[src/rtl/mbx_pkg.sv]
package mbx_pkg;
    localparam int NCH = 4;
    localparam int DW  = 32;
    localparam int AW  = 4;
    localparam int FLW = 3;

    localparam int GP_TOP  = 31;
    localparam int RF_TOP  = 27;
    localparam int TE_TOP  = 23;
    localparam int GIR_TOP = 19;
    localparam int IRQ_LO  = TE_TOP - NCH + 1;

    localparam int OFF_RX   = NCH;
    localparam int OFF_STAT = 2 * NCH;
    localparam int OFF_CTRL = 2 * NCH + 1;

    localparam logic [DW-1:0] CTRL_KEEP = 32'hFFF0_0007;

    typedef enum logic {
        CH_EMPTY = 1'b0,
        CH_FULL  = 1'b1
    } ch_state_t;
endpackage

[src/rtl/mbx_chan.sv]
module mbx_chan
    import mbx_pkg::*;
(
    input  logic          clk,
    input  logic          rst_n,
    input  logic          load,
    input  logic          take,
    input  logic [DW-1:0] din,
    output logic          full,
    output logic [DW-1:0] dout
);
    ch_state_t state, nxt;

    always_comb begin
        nxt = state;
        unique case (state)
            CH_EMPTY: if (load) nxt = CH_FULL;
            CH_FULL:  if (take && !load) nxt = CH_EMPTY;
            default:  nxt = CH_EMPTY;
        endcase
    end

    always_ff @(posedge clk or negedge rst_n) begin
        if (!rst_n) state <= CH_EMPTY;
        else        state <= nxt;
    end

    always_ff @(posedge clk or negedge rst_n) begin
        if (!rst_n)    dout <= '0;
        else if (load) dout <= din;
    end

    always_comb full = (state == CH_FULL);

    // a load always leaves the channel holding a word
    a_r2_load_fills: assert property (@(posedge clk) disable iff (!rst_n)
        load |=> full);
    // a take without a load empties it
    a_r3_take_drains: assert property (@(posedge clk) disable iff (!rst_n)
        take && !load |=> !full);
    // the stored word only moves on a load
    a_r3_word_stable: assert property (@(posedge clk) disable iff (!rst_n)
        !load |=> $stable(dout));
endmodule

[src/rtl/mbx_side.sv]
module mbx_side
    import mbx_pkg::*;
(
    input  logic                    clk,
    input  logic                    rst_n,
    input  logic                    sel,
    input  logic                    wr,
    input  logic [AW-1:0]           addr,
    input  logic [DW-1:0]           wdata,
    output logic [DW-1:0]           rdata,
    output logic                    irq,
    input  logic [NCH-1:0]          tx_full,
    input  logic [NCH-1:0]          rx_full,
    input  logic [NCH-1:0][DW-1:0]  rx_data,
    input  logic [NCH-1:0]          gir_in,
    output logic [NCH-1:0]          gir_out,
    input  logic [NCH-1:0]          peer_pend,
    output logic [NCH-1:0]          pend,
    input  logic [FLW-1:0]          peer_flags,
    output logic [FLW-1:0]          own_flags,
    output logic [NCH-1:0]          tx_load,
    output logic [NCH-1:0]          rx_take
);
    logic          wr_stb, rd_stb, stat_wr, ctrl_wr;
    logic [NCH-1:0] pclr;
    logic [DW-1:0] ctrl_q, stat_v, ctrl_v;

    always_comb begin
        wr_stb  = sel && wr;
        rd_stb  = sel && !wr;
        stat_wr = wr_stb && (addr == AW'(OFF_STAT));
        ctrl_wr = wr_stb && (addr == AW'(OFF_CTRL));
        for (int n = 0; n < NCH; n++) begin
            tx_load[n] = wr_stb && (addr == AW'(n));
            rx_take[n] = rd_stb && (addr == AW'(OFF_RX + n));
            gir_out[n] = ctrl_wr && wdata[GIR_TOP - n];
            pclr[n]    = stat_wr && wdata[GP_TOP - n];
        end
    end

    always_ff @(posedge clk or negedge rst_n) begin
        if (!rst_n)       ctrl_q <= '0;
        else if (ctrl_wr) ctrl_q <= wdata & CTRL_KEEP;
    end

    always_ff @(posedge clk or negedge rst_n) begin
        if (!rst_n) pend <= '0;
        else        pend <= (pend & ~pclr) | gir_in;
    end

    always_comb begin
        stat_v = '0;
        ctrl_v = ctrl_q;
        for (int n = 0; n < NCH; n++) begin
            stat_v[GP_TOP - n]  = pend[n];
            stat_v[RF_TOP - n]  = rx_full[n];
            stat_v[TE_TOP - n]  = !tx_full[n];
            ctrl_v[GIR_TOP - n] = peer_pend[n];
        end
        stat_v[FLW-1:0] = peer_flags;
        own_flags       = ctrl_q[FLW-1:0];
    end

    always_comb begin
        rdata = '0;
        case (addr)
            AW'(OFF_STAT): rdata = stat_v;
            AW'(OFF_CTRL): rdata = ctrl_v;
            default: begin
                for (int n = 0; n < NCH; n++)
                    if (addr == AW'(OFF_RX + n)) rdata = rx_data[n];
            end
        endcase
    end

    always_comb irq = |(ctrl_q[GP_TOP:IRQ_LO] & stat_v[GP_TOP:IRQ_LO]);

    generate
        for (genvar g = 0; g < NCH; g++) begin : g_pchk
            // a peer request wins over a same-cycle clear
            a_r7_set_wins: assert property (@(posedge clk) disable iff (!rst_n)
                gir_in[g] |=> pend[g]);
            // an uncontested clear takes effect
            a_r7_clear: assert property (@(posedge clk) disable iff (!rst_n)
                pclr[g] && !gir_in[g] |=> !pend[g]);
        end
    endgenerate

    // nothing enabled means no interrupt
    a_r8_quiet: assert property (@(posedge clk) disable iff (!rst_n)
        (ctrl_q[GP_TOP:IRQ_LO] == '0) |-> !irq);
    // reserved control bits never take a value
    a_r5_reserved: assert property (@(posedge clk) disable iff (!rst_n)
        ctrl_wr |=> (ctrl_q[15:FLW] == '0));
endmodule

[src/rtl/msg_mailbox.sv]
module msg_mailbox
    import mbx_pkg::*;
(
    input  logic          clk,
    input  logic          rst_n,
    input  logic          a_sel,
    input  logic          a_wr,
    input  logic [3:0]    a_addr,
    input  logic [31:0]   a_wdata,
    output logic [31:0]   a_rdata,
    output logic          a_irq,
    output logic [2:0]    a_peer_flags,
    input  logic          b_sel,
    input  logic          b_wr,
    input  logic [3:0]    b_addr,
    input  logic [31:0]   b_wdata,
    output logic [31:0]   b_rdata,
    output logic          b_irq,
    output logic [2:0]    b_peer_flags
);
    logic [NCH-1:0]          ab_full, ba_full;
    logic [NCH-1:0][DW-1:0]  ab_data, ba_data;
    logic [NCH-1:0]          a_load, a_take, b_load, b_take;
    logic [NCH-1:0]          a_gir, b_gir, a_pend, b_pend;
    logic [FLW-1:0]          a_flags, b_flags;

    generate
        for (genvar g = 0; g < NCH; g++) begin : g_ch
            mbx_chan u_ab (
                .clk(clk), .rst_n(rst_n), .load(a_load[g]), .take(b_take[g]),
                .din(a_wdata), .full(ab_full[g]), .dout(ab_data[g]));
            mbx_chan u_ba (
                .clk(clk), .rst_n(rst_n), .load(b_load[g]), .take(a_take[g]),
                .din(b_wdata), .full(ba_full[g]), .dout(ba_data[g]));
        end
    endgenerate

    mbx_side u_side_a (
        .clk(clk), .rst_n(rst_n), .sel(a_sel), .wr(a_wr), .addr(a_addr),
        .wdata(a_wdata), .rdata(a_rdata), .irq(a_irq),
        .tx_full(ab_full), .rx_full(ba_full), .rx_data(ba_data),
        .gir_in(b_gir), .gir_out(a_gir), .peer_pend(b_pend), .pend(a_pend),
        .peer_flags(b_flags), .own_flags(a_flags),
        .tx_load(a_load), .rx_take(a_take));

    mbx_side u_side_b (
        .clk(clk), .rst_n(rst_n), .sel(b_sel), .wr(b_wr), .addr(b_addr),
        .wdata(b_wdata), .rdata(b_rdata), .irq(b_irq),
        .tx_full(ba_full), .rx_full(ab_full), .rx_data(ab_data),
        .gir_in(a_gir), .gir_out(b_gir), .peer_pend(a_pend), .pend(b_pend),
        .peer_flags(a_flags), .own_flags(b_flags),
        .tx_load(b_load), .rx_take(b_take));

    always_comb begin
        a_peer_flags = b_flags;
        b_peer_flags = a_flags;
    end
endmodule

[config.mk]
export PLATFORM = sky130hd
export DESIGN_NAME = msg_mailbox
export DESIGN_NICKNAME = d
export VERILOG_FILES = /design/src/rtl/mbx_pkg.sv /design/src/rtl/mbx_chan.sv /design/src/rtl/mbx_side.sv /design/src/rtl/msg_mailbox.sv
export SDC_FILE = /design/constraint.sdc
export NUM_CORES = 1
export LEC_CHECK = 0
export ABC_AREA = 1
export BUFFER_PORTS_ARGS = -buffer_cell sky130_fd_sc_hd__buf_2
export CORE_ASPECT_RATIO = 2
export CORE_MARGIN = 2
export CORE_UTILIZATION = 60
export DETAILED_ROUTE_END_ITERATION = 7
export GPL_TIMING_DRIVEN = 0
export PLACE_DENSITY = 0.82
export SLEW_MARGIN = 5
export SYNTH_ARGS = -nofsm -noshare
export SYNTH_HDL_FRONTEND = slang
export SYNTH_SLANG_ARGS = --single-unit
[constraint.sdc]
create_clock -name clk -period 2.86 [get_ports clk]
set_clock_uncertainty 0.2 [all_clocks]
set_input_delay 0.286 -clock clk [delete_from_list [all_inputs] [get_ports clk]]
set_output_delay 0.286 -clock clk [all_outputs]
set_load 0.005 [all_outputs]
* Yosys cells after proc, flatten, opt, wreduce, memory -nomap -nowiden
Index checks and enable logic that the tools add are counted.
** Storage, ports and cells
- Flip-flop bits (word level) :: 302
- Input bits :: 78
- Output and inout port bits :: 72
- Logic and storage cells :: 158
** Cells by class
- Equal/unequal tests :: 18
- Muxes and demuxes :: 34
- Bitwise operators :: 16
- Reductions and logical operators :: 70
** Operators with widths (count)
- 2-to-1 mux 32 bit :: 8
- case mux 32 bit (2 select lines) :: 2
- logical AND 1 bit :: 48
- equality test 4 x 3 -> 1 bit, second input constant :: 8
- bitwise AND 12 bit :: 2
- OR reduction 12 bit :: 2
- zero test 1 bit :: 18
- equality test 4 x 2 -> 1 bit, second input constant :: 4
- equality test 4 bit, second input constant :: 4
- 2-to-1 mux 1 bit :: 16
- case mux 1 bit (2 select lines) :: 8
- bitwise AND 4 bit :: 2
- equality test 4 x 1 -> 1 bit, second input constant :: 2
- zero test 4 bit :: 2
- inverter 1 bit :: 8
- inverter 4 bit :: 2
- bitwise OR 4 bit :: 2

* Logic depth before layout (Yosys ltp)
Gate-level depths: netlist (run 1).
- Depth in word-level cells :: 6
- Mapped depth :: 8

* Cells and area by module
From an unflattened synthesis (run 1), not the netlist that was laid out.
** Second synthesis, totals
- Cells, all modules :: 2074
- Area total of the unflattened synthesis :: 15633.7 um^2
** By module, submodules not included
- mbx_chan :: times used 8, cells each 140, area an instance 1326.3 um^2, seq. area each 825.8 um^2
- mbx_side (u_side_a) :: times used 1, cells each 478, area an instance 2547.4 um^2, seq. area each 475.5 um^2
- mbx_side (u_side_b) :: times used 1, cells each 476, area an instance 2476.1 um^2, seq. area each 475.5 um^2

* Worst setup path after synthesis (run 1)
Ideal clock, no wire load.
- Kind :: input-to-output
- Start :: input port b_addr[1]
- End :: output port b_rdata[10]
- Data arrival time :: 1164 ps
- Path slack :: 1210 ps
- Stages :: 7
- Buffers on the path :: 2
- Path through :: nor2_1 buf_2 buf_2 nand3_1 nand3_1 nand2_1 nand2_1
** On the way
- Word-level cells in the longest chain between the ends :: 6
- Elaborated cells on any way between the ends :: 11
- Those cells by class :: eq/ne: 6; mux: 5
** Ends and longest elaborated chain
- from (decl) :: line msg_mailbox.sv:15 : input logic [3:0] b_addr,
- equality test 4 x 3 -> 1 bit :: line mbx_side.sv:71 : if (addr == AW'(OFF_RX + n)) rdata = rx_data[n];
- 2-to-1 mux 32 bit (4 in a row) :: line mbx_side.sv:71
- case mux 32 bit (2 select lines) * :: line mbx_side.sv:66 : case (addr)
- to (decl) :: line msg_mailbox.sv:17 : output logic [31:0] b_rdata,
Mark *: on every way between the ends. The rest lies on a longest branch, timed or not.

* Worst setup path in the final report (run 1)
- Start :: input port b_addr[0]
- End :: output port b_rdata[31]
The elaborated chain is that of the path after synthesis.

==> impl_results.rst, run 1 <==
.. list-table::
   :header-rows: 1

   * - Metric
     - Value
   * - Multiplexer area fraction after synthesis
     - 0%
   * - Worst Setup Slack post-DPL
     - 0.359 ns
   * - Boundary Pins
     - 150
   * - Measured slew at the worst slew-check pin
     - 0.885 ns
   * - Clock sink count
     - 302
   * - Overall die area
     - 0.0247 sq mm
   * - Chip Width
     - 112 microns
   * - Data required time of the worst path
     - 2.37 ns
   * - Number of buffers created by CTS
     - 26
   * - Clock root buffer master
     - clkbuf_16
   * - Synth unique cells
     - 23
   * - Global-route wire length before repair
     - 75200 microns
   * - Worst-case headroom to the max-slew limit
     - 41.0%
   * - Fraction of the mapped netlist area in simple logic gates
     - 27.3%
   * - Final clock period utilization by the worst path
     - 91.5%
   * - Footprint of the multi-input gates
     - 0.00541 sq mm
   * - Worst hold start
     - a_addr[1]
   * - Clock transition at path regs
     - 0.07 ns
   * - Setup Buffers After CTS
     - 0
   * - # fillers
     - 1850
   * - Primary flip-flop cell chosen by synthesis mapping
     - dfrtp_1
   * - Unrepaired setup endpoints after global routing
     - false
   * - Worst r2r dst
     - u_side_a.pend[3]$_DFF_PN0_
   * - Vias per inst
     - 5.88
   * - Synth Area in Adders
     - 0%
   * - Type of the tightest min-delay check
     - in -> reg
   * - Remaining global-route overflow
     - 0
   * - Final number of max-transition violations
     - 0
   * - Async set or reset register ratio after synthesis
     - 100%
   * - Final Instance Count excl. Fillers
     - 2342
   * - Total of warnings raised by yosys
     - 0
   * - Largest driver fanout on the critical path
     - 10
   * - Area growth from synthesis to layout
     - 18.4%
   * - Total Power Consumption
     - 10700 uW
   * - Total power density per cell area
     - 641 mW/mm^2
   * - Final net count
     - 2120
   * - Worst ir drop on vdd
     - 0.000623 V
   * - Leakage
     - 0.00860 uW
   * - Overall via count from detail_route
     - 13775
   * - Starting density of the core
     - 60.8%
   * - Non-Filler Cell Area, Final
     - 0.0166 sq mm
   * - Final critical-path required period
     - 2.62 ns
   * - Yosys top cell by area
     - dfrtp_1
   * - Violation count after the first detailed-routing iteration
     - 1238
   * - Initial antenna violation count
     - 0
   * - Synthesized area divided by synthesized cell count
     - 7.82 sq um
   * - Type of origin of the critical path
     - input port
   * - Fraction of final layout cells sized beyond drive strength 1
     - 12.9%
   * - Routed length per instance
     - 21.0 microns
   * - Placed wire-length estimate after detailed placement
     - 35600 microns
   * - Synthesis-stage register bit count
     - 302
   * - Run status
     - completed
   * - Synthesized instance count
     - 1798
   * - Clock latency on the worst-skew pair
     - 0.55 ns
   * - Launch point of the worst reg-to-reg path
     - u_side_a.pend[3]$_DFF_PN0_
   * - Synthesized-area fraction occupied by ao, oa, aoi and oai cells
     - 11.2%
   * - Largest family of logic cells by synthesized area
     - simple AND/OR/NAND/NOR gates
   * - Arrival time worst endpoint
     - 2.13 ns
   * - Core region area
     - 0.0231 sq mm
   * - Max capacitance violation total
     - 0
   * - Min setup slack post-route
     - 0.243 ns
   * - Worst reg2reg setup slack
     - 1.59 ns
   * - Quantity of I/O buffers inserted on ports
     - 149
   * - Drt first pass iters
     - 5
   * - Sum Neg Setup Slack
     - 0 ns
   * - Drc violations
     - 0
   * - Standard cell area after detailed placement
     - 0.0152 sq mm
   * - Number of setup violations in the final report
     - 0
   * - Post-detailed-route count of antenna-violating nets
     - 0
   * - Synth top area cells
     - dfrtp_1, nand2_1, o21ai_0
   * - Post-Syn Nets
     - 1876
   * - Total detailed-routing wirelength
     - 49200 microns
   * - TritonCTS clock tree
     - built
   * - Routability congestion estimate
     - 0.996
   * - Fin. Hold Viols
     - 0
   * - Number of enable flip-flop cells after synthesis
     - 0
   * - End of the worst hold path
     - g_ch[3].u_ba.full$_DFF_PN0_
   * - Netlist Area Pre-Place
     - 0.0141 sq mm
   * - # diodes
     - 0
   * - Seq/Total Area, Yosys
     - 53.8%
   * - Rows
     - 79
   * - Area of all sequential standard cells
     - 0.00756 sq mm
   * - Endpoint type of the worst setup path
     - output port
   * - Fmax
     - 382 MHz
   * - Total instance count after detailed placement
     - 2232
   * - Most frequent cell after synthesis
     - nand2_1
   * - Most used standard cells in the synthesized netlist
     - nand2_1, dfrtp_1, o21ai_0
   * - Number of global-route vias before repair
     - 14079
   * - H-Tree Level Count
     - 1
   * - Overall Global Routing Usage
     - 40.0%
   * - Setup CP Type
     - in -> out
   * - Post-synthesis xor/xnor area fraction
     - 0%
   * - CTS max path bufs
     - 3
   * - Proportion of netlist area held by the largest area contributor
     - 53.8%
   * - Number of instances on the worst hold path
     - 4
   * - Depth of the worst register-to-register path
     - 2
   * - Overall die height
     - 220 microns
   * - Largest net degree at the start of global routing
     - 115
-- how the worst max path moves through the flow --
stage | from | endpoint | slack, ns | depth (start not counted)
2_1_floorplan | b_addr[1] | b_rdata[10] | 1.21 | 7
3_3_place_gp | rst_n | g_ch[3].u_ab.dout[27]$_DFFE_PN0P_ | -4.10 | 1
3_5_place_dp | b_addr[2] | b_rdata[30] | 0.36 | 9
4_1_cts | b_addr[2] | b_rdata[30] | 0.36 | 9
5_1_grt | b_addr[0] | b_rdata[31] | 0.18 | 9
6_report | b_addr[0] | b_rdata[31] | 0.24 | 9
-- what timing repair did --
item	CTS	global route
hold endpoints to repair	403	0
hold buffers	65	0
resized for setup	0	0
-- logic make-up (layout without fill, tap and decap cells) --
| family | after synthesis | in the layout |
|---|---|---|
| simple gates | 916 | 916 |
| flops | 302 | 302 |
| compound gates | 314 | 314 |
| buf+inv | 266 | 527 |
-- layer usage --
metal	global-route usage [%]	part of all wire, %
met4	41.2	12
met5	0	0
met1	37.0	30
met3	5.89	6.8
met2	71.5	51
-- registers in the layout, summed over array words and instances (netlist names) --
signal           flops
g_ch.u_ab.dout     128
g_ch.u_ba.dout     128
u_side_a.ctrl_q     15
u_side_b.ctrl_q     15
g_ch.u_ab.full       4
g_ch.u_ba.full       4
u_side_a.pend        4
u_side_b.pend        4
-- critical path, cell delays in order --
cell	delay, ns
buf_2	0.14
inv_1	0.05
nor2_1	0.48
buf_2	0.40
nand3_1	0.11
nand2_1	0.28
inv_1	0.08
nand3_1	0.16
buf_2	0.14
-- placed cells by master (no fill, tap or decap), types with 5 or more instances in the layout --
| cell | n |
|---|---|
| nor2_1 | 91 |
| clkbuf_16 | 27 |
| o21ai_1 | 76 |
| clkbuf_1 | 61 |
| nor3_1 | 5 |
| or2_2 | 12 |
| buf_4 | 8 |
| or2_0 | 14 |
| buf_1 | 6 |
| o21ai_0 | 235 |
| dfrtp_1 | 302 |
| inv_1 | 148 |
| inv_2 | 5 |
| buf_2 | 197 |
| nand3_1 | 217 |
| dlygate4sd3_1 | 65 |
| nand2_1 | 562 |
-- area by class of cell --
| class | count | area share (%) |
|---|---|---|
| Buffer | 113 | 3.10 |
| Clock inverter | 5 | 0.165 |
| Inverter | 153 | 3.45 |
| Timing Repair Buffer | 216 | 8.78 |
| Clock buffer | 40 | 4.47 |
| Tap cell | 283 | 2.13 |
| Multi-Input combinational cell | 1230 | 32.5 |
| Sequential cell | 302 | 45.4 |
-- metrics by stage --
stage	utilization, %	hold WS [ns]
after floorplan	-	-0.210
after CTS	71.9	0.00768
after global placement	65.5	0.258
after detailed placement	65.8	0.229
after global routing	71.9	0.0485
final	71.9	0.0168
-- power breakdown --
part           total (uW)  internal (uW)  switching (uW)
logic                1650            663             982
registers            5650           5070             585
clock network        3360           1790            1580
total               10700           7520            3140
(Power assumes the default switching activity.)
==> inputs of run 2 (changes only) <==
CORE_MARGIN = default   (was 2)
==> impl_results.rst, run 2 (synthesis gave the netlist of run 1 again) <==
.. list-table::
   :header-rows: 1

   * - Metric
     - Value
   * - Leakage
     - 0.00870 uW (+1.2%)
   * - Data required time of the worst path
     - 2.37 ns (about the same)
   * - Unrepaired setup endpoints after global routing
     - false
   * - Final critical-path required period
     - 2.65 ns (+0.0330 ns)
   * - Fmax
     - 377 MHz (-1.2%)
   * - Overall via count from detail_route
     - 13854 (+0.57%)
   * - Hold WS
     - 0.0151 ns (-0.00170 ns)
   * - Number of setup violations in the final report
     - 0 (unchanged)
   * - Routed length per instance
     - 21.4 microns (+2.0%)
   * - Type of origin of the critical path
     - input port
   * - Clock sink count
     - 302 (unchanged)
   * - TritonCTS clock tree
     - built
   * - Overall die height
     - 218 microns (-0.91%)
   * - Drt first pass iters
     - 5 (unchanged)
   * - Largest net degree at the start of global routing
     - 107 (-7.0%)
   * - Final net count
     - 2120 (unchanged)
   * - Final clock period utilization by the worst path
     - 92.7% (+1.2 points)
   * - Global-route wire length before repair
     - 77700 microns (+3.4%)
   * - Clock root buffer master
     - clkbuf_16
   * - Max capacitance violation total
     - 0 (unchanged)
   * - Fraction of final layout cells sized beyond drive strength 1
     - 13.4% (+0.47 points)
   * - Violation count after the first detailed-routing iteration
     - 1269 (+2.5%)
   * - Starting density of the core
     - 61.5% (+0.78 points)
   * - Setup CP Type
     - in -> out
   * - Sum Neg Setup Slack
     - 0 ns (unchanged)
   * - Clock transition at path regs
     - 0.07 ns (about the same)
   * - Worst Setup Slack post-DPL
     - 0.349 ns (-0.0102 ns)
   * - Clock latency on the worst-skew pair
     - 0.55 ns (about the same)
   * - Overall die area
     - 0.0241 sq mm (-2.7%)
   * - Vias per inst
     - 5.91 (+0.49%)
   * - Most frequent cells in the layout
     - nand2_1, dfrtp_1, o21ai_0
   * - Overall Global Routing Usage
     - 44.5% (+4.5 points)
   * - Min setup slack post-route
     - 0.209 ns (-0.0330 ns)
   * - Final number of max-transition violations
     - 0 (unchanged)
   * - Number of buffers created by CTS
     - 26 (unchanged)
   * - Core region area
     - 0.0228 sq mm (-1.3%)
   * - Boundary Pins
     - 150 (unchanged)
   * - Area growth from synthesis to layout
     - 19.8%
   * - Run status
     - completed
   * - Final standard cell utilization of the core
     - 73.7% (+1.8 points)
   * - Largest registers
     - g_ch.u_ab.dout (128), g_ch.u_ba.dout (128)
   * - Commonest non-fill, non-tap cell in the layout
     - nand2_1
   * - Endpoint type of the worst setup path
     - output port
   * - Initial antenna violation count
     - 1 (+1)
   * - Arrival time worst endpoint
     - 2.16 ns (+0.03 ns)
   * - Drc violations
     - 0 (unchanged)
   * - Depth of the worst register-to-register path
     - 2 (unchanged)
   * - Chip Width
     - 110 microns (-1.8%)
   * - Total power density per cell area
     - 671 mW/mm^2 (+4.8%)
   * - Fin. Hold Viols
     - 0 (unchanged)
   * - Rows
     - 78 (-1.3%)
   * - Setup Buffers After CTS
     - 0 (unchanged)
   * - Total detailed-routing wirelength
     - 50300 microns (+2.1%)
   * - Number of instances on the worst hold path
     - 4 (unchanged)
   * - H-Tree Level Count
     - 1 (unchanged)
   * - Remaining global-route overflow
     - 0 (unchanged)
   * - Routability congestion estimate
     - 1.06 (+6.3%)
   * - Worst ir drop on vdd
     - 0.000583 V (-6.5%)
   * - Quantity of I/O buffers inserted on ports
     - 149 (unchanged)
   * - Number of global-route vias before repair
     - 14410 (+2.4%)
   * - Worst-case headroom to the max-slew limit
     - 40.6% (-0.39 points)
   * - Measured slew at the worst slew-check pin
     - 0.891 ns (+0.00580 ns)
   * - Largest driver fanout on the critical path
     - 10 (unchanged)
   * - Post-detailed-route count of antenna-violating nets
     - 0 (unchanged)
   * - Type of the tightest min-delay check
     - in -> reg
   * - CTS max path bufs
     - 3 (unchanged)
   * - Placed wire-length estimate after detailed placement
     - 35400 microns (-0.46%)
==> run 2: routing by layer <==
| metal | GRT usage, % | share of wire (%) | up-vias |
|---|---|---|---|
| li1 | - | - | 6242 |
| met1 | 41.9 | 30 | 6454 |
| met2 | 71.6 | 49 | 818 |
| met3 | 13.1 | 8.5 | 340 |
| met4 | 48.1 | 12 | 0 |
| met5 | 0 | 0 | - |
==> run 2: area by class of cell <==
class	instances	area [sq um]
flip-flops and latches	302	7560
clock inverters	9	174
clock buffers	39	791
inverters	153	574
repair buffers	216	1460
fillers	1747	6000
multi-input cells	1230	5410
well taps	280	350
diodes	2	5.00
plain buffers	113	515
==> run 2: where the power goes <==
part / leakage (uW) / internal, uW / switching (uW)
Clock: 0.000475 / 2360 / 1640
Combinational: 0.00432 / 664 / 990
Sequential: 0.00391 / 5070 / 581
==> run 2: final timing paths <==
| path | startpoint | endpoint | slack, ns |
|---|---|---|---|
| setup / recovery | b_addr[0] | b_rdata[31] | 0.21 |
| hold / removal | a_addr[1] | g_ch[3].u_ba.full$_DFF_PN0_ | 0.02 |
| setup reg to reg | u_side_a.pend[2]$_DFF_PN0_ | u_side_a.pend[2]$_DFF_PN0_ | 1.56 |
| hold reg to reg | g_ch[2].u_ab.dout[5]$_DFFE_PN0P_ | g_ch[2].u_ab.dout[5]$_DFFE_PN0P_ | 0.28 |
| max in group asynchronous | rst_n | g_ch[3].u_ab.dout[2]$_DFFE_PN0P_ | 1.26 |
| min in group asynchronous | rst_n | g_ch[2].u_ba.dout[1]$_DFFE_PN0P_ | 0.14 |
==> run 2: critical path, stage by stage <==
cell and delay (ns):
buf_2 0.14, inv_1 0.05, nor2_1 0.51, buf_2 0.40
nand3_1 0.12, nand2_1 0.28, inv_1 0.09, nand3_1 0.14
buf_2 0.14
==> run 2: repair_timing <==
action | CTS | global route
hold endpoints to repair | 382 | 0
endpoints found under the setup margin | 0 | 10
hold buffers | 65 | 0
gates resized for setup | 0 | 1
==> run 2: through the flow <==
step / cell area (sq um) / cells / power, uW
5_1_grt: 16800 / 2343 / 11800
4_1_cts: 16800 / 2342 / 11200
3_3_place_gp: 15100 / 2227 / 7090
2_1_floorplan: 14100 / 1798 / 6460
6_report: 16800 / 2344 / 11300
3_5_place_dp: 15200 / 2229 / 7200
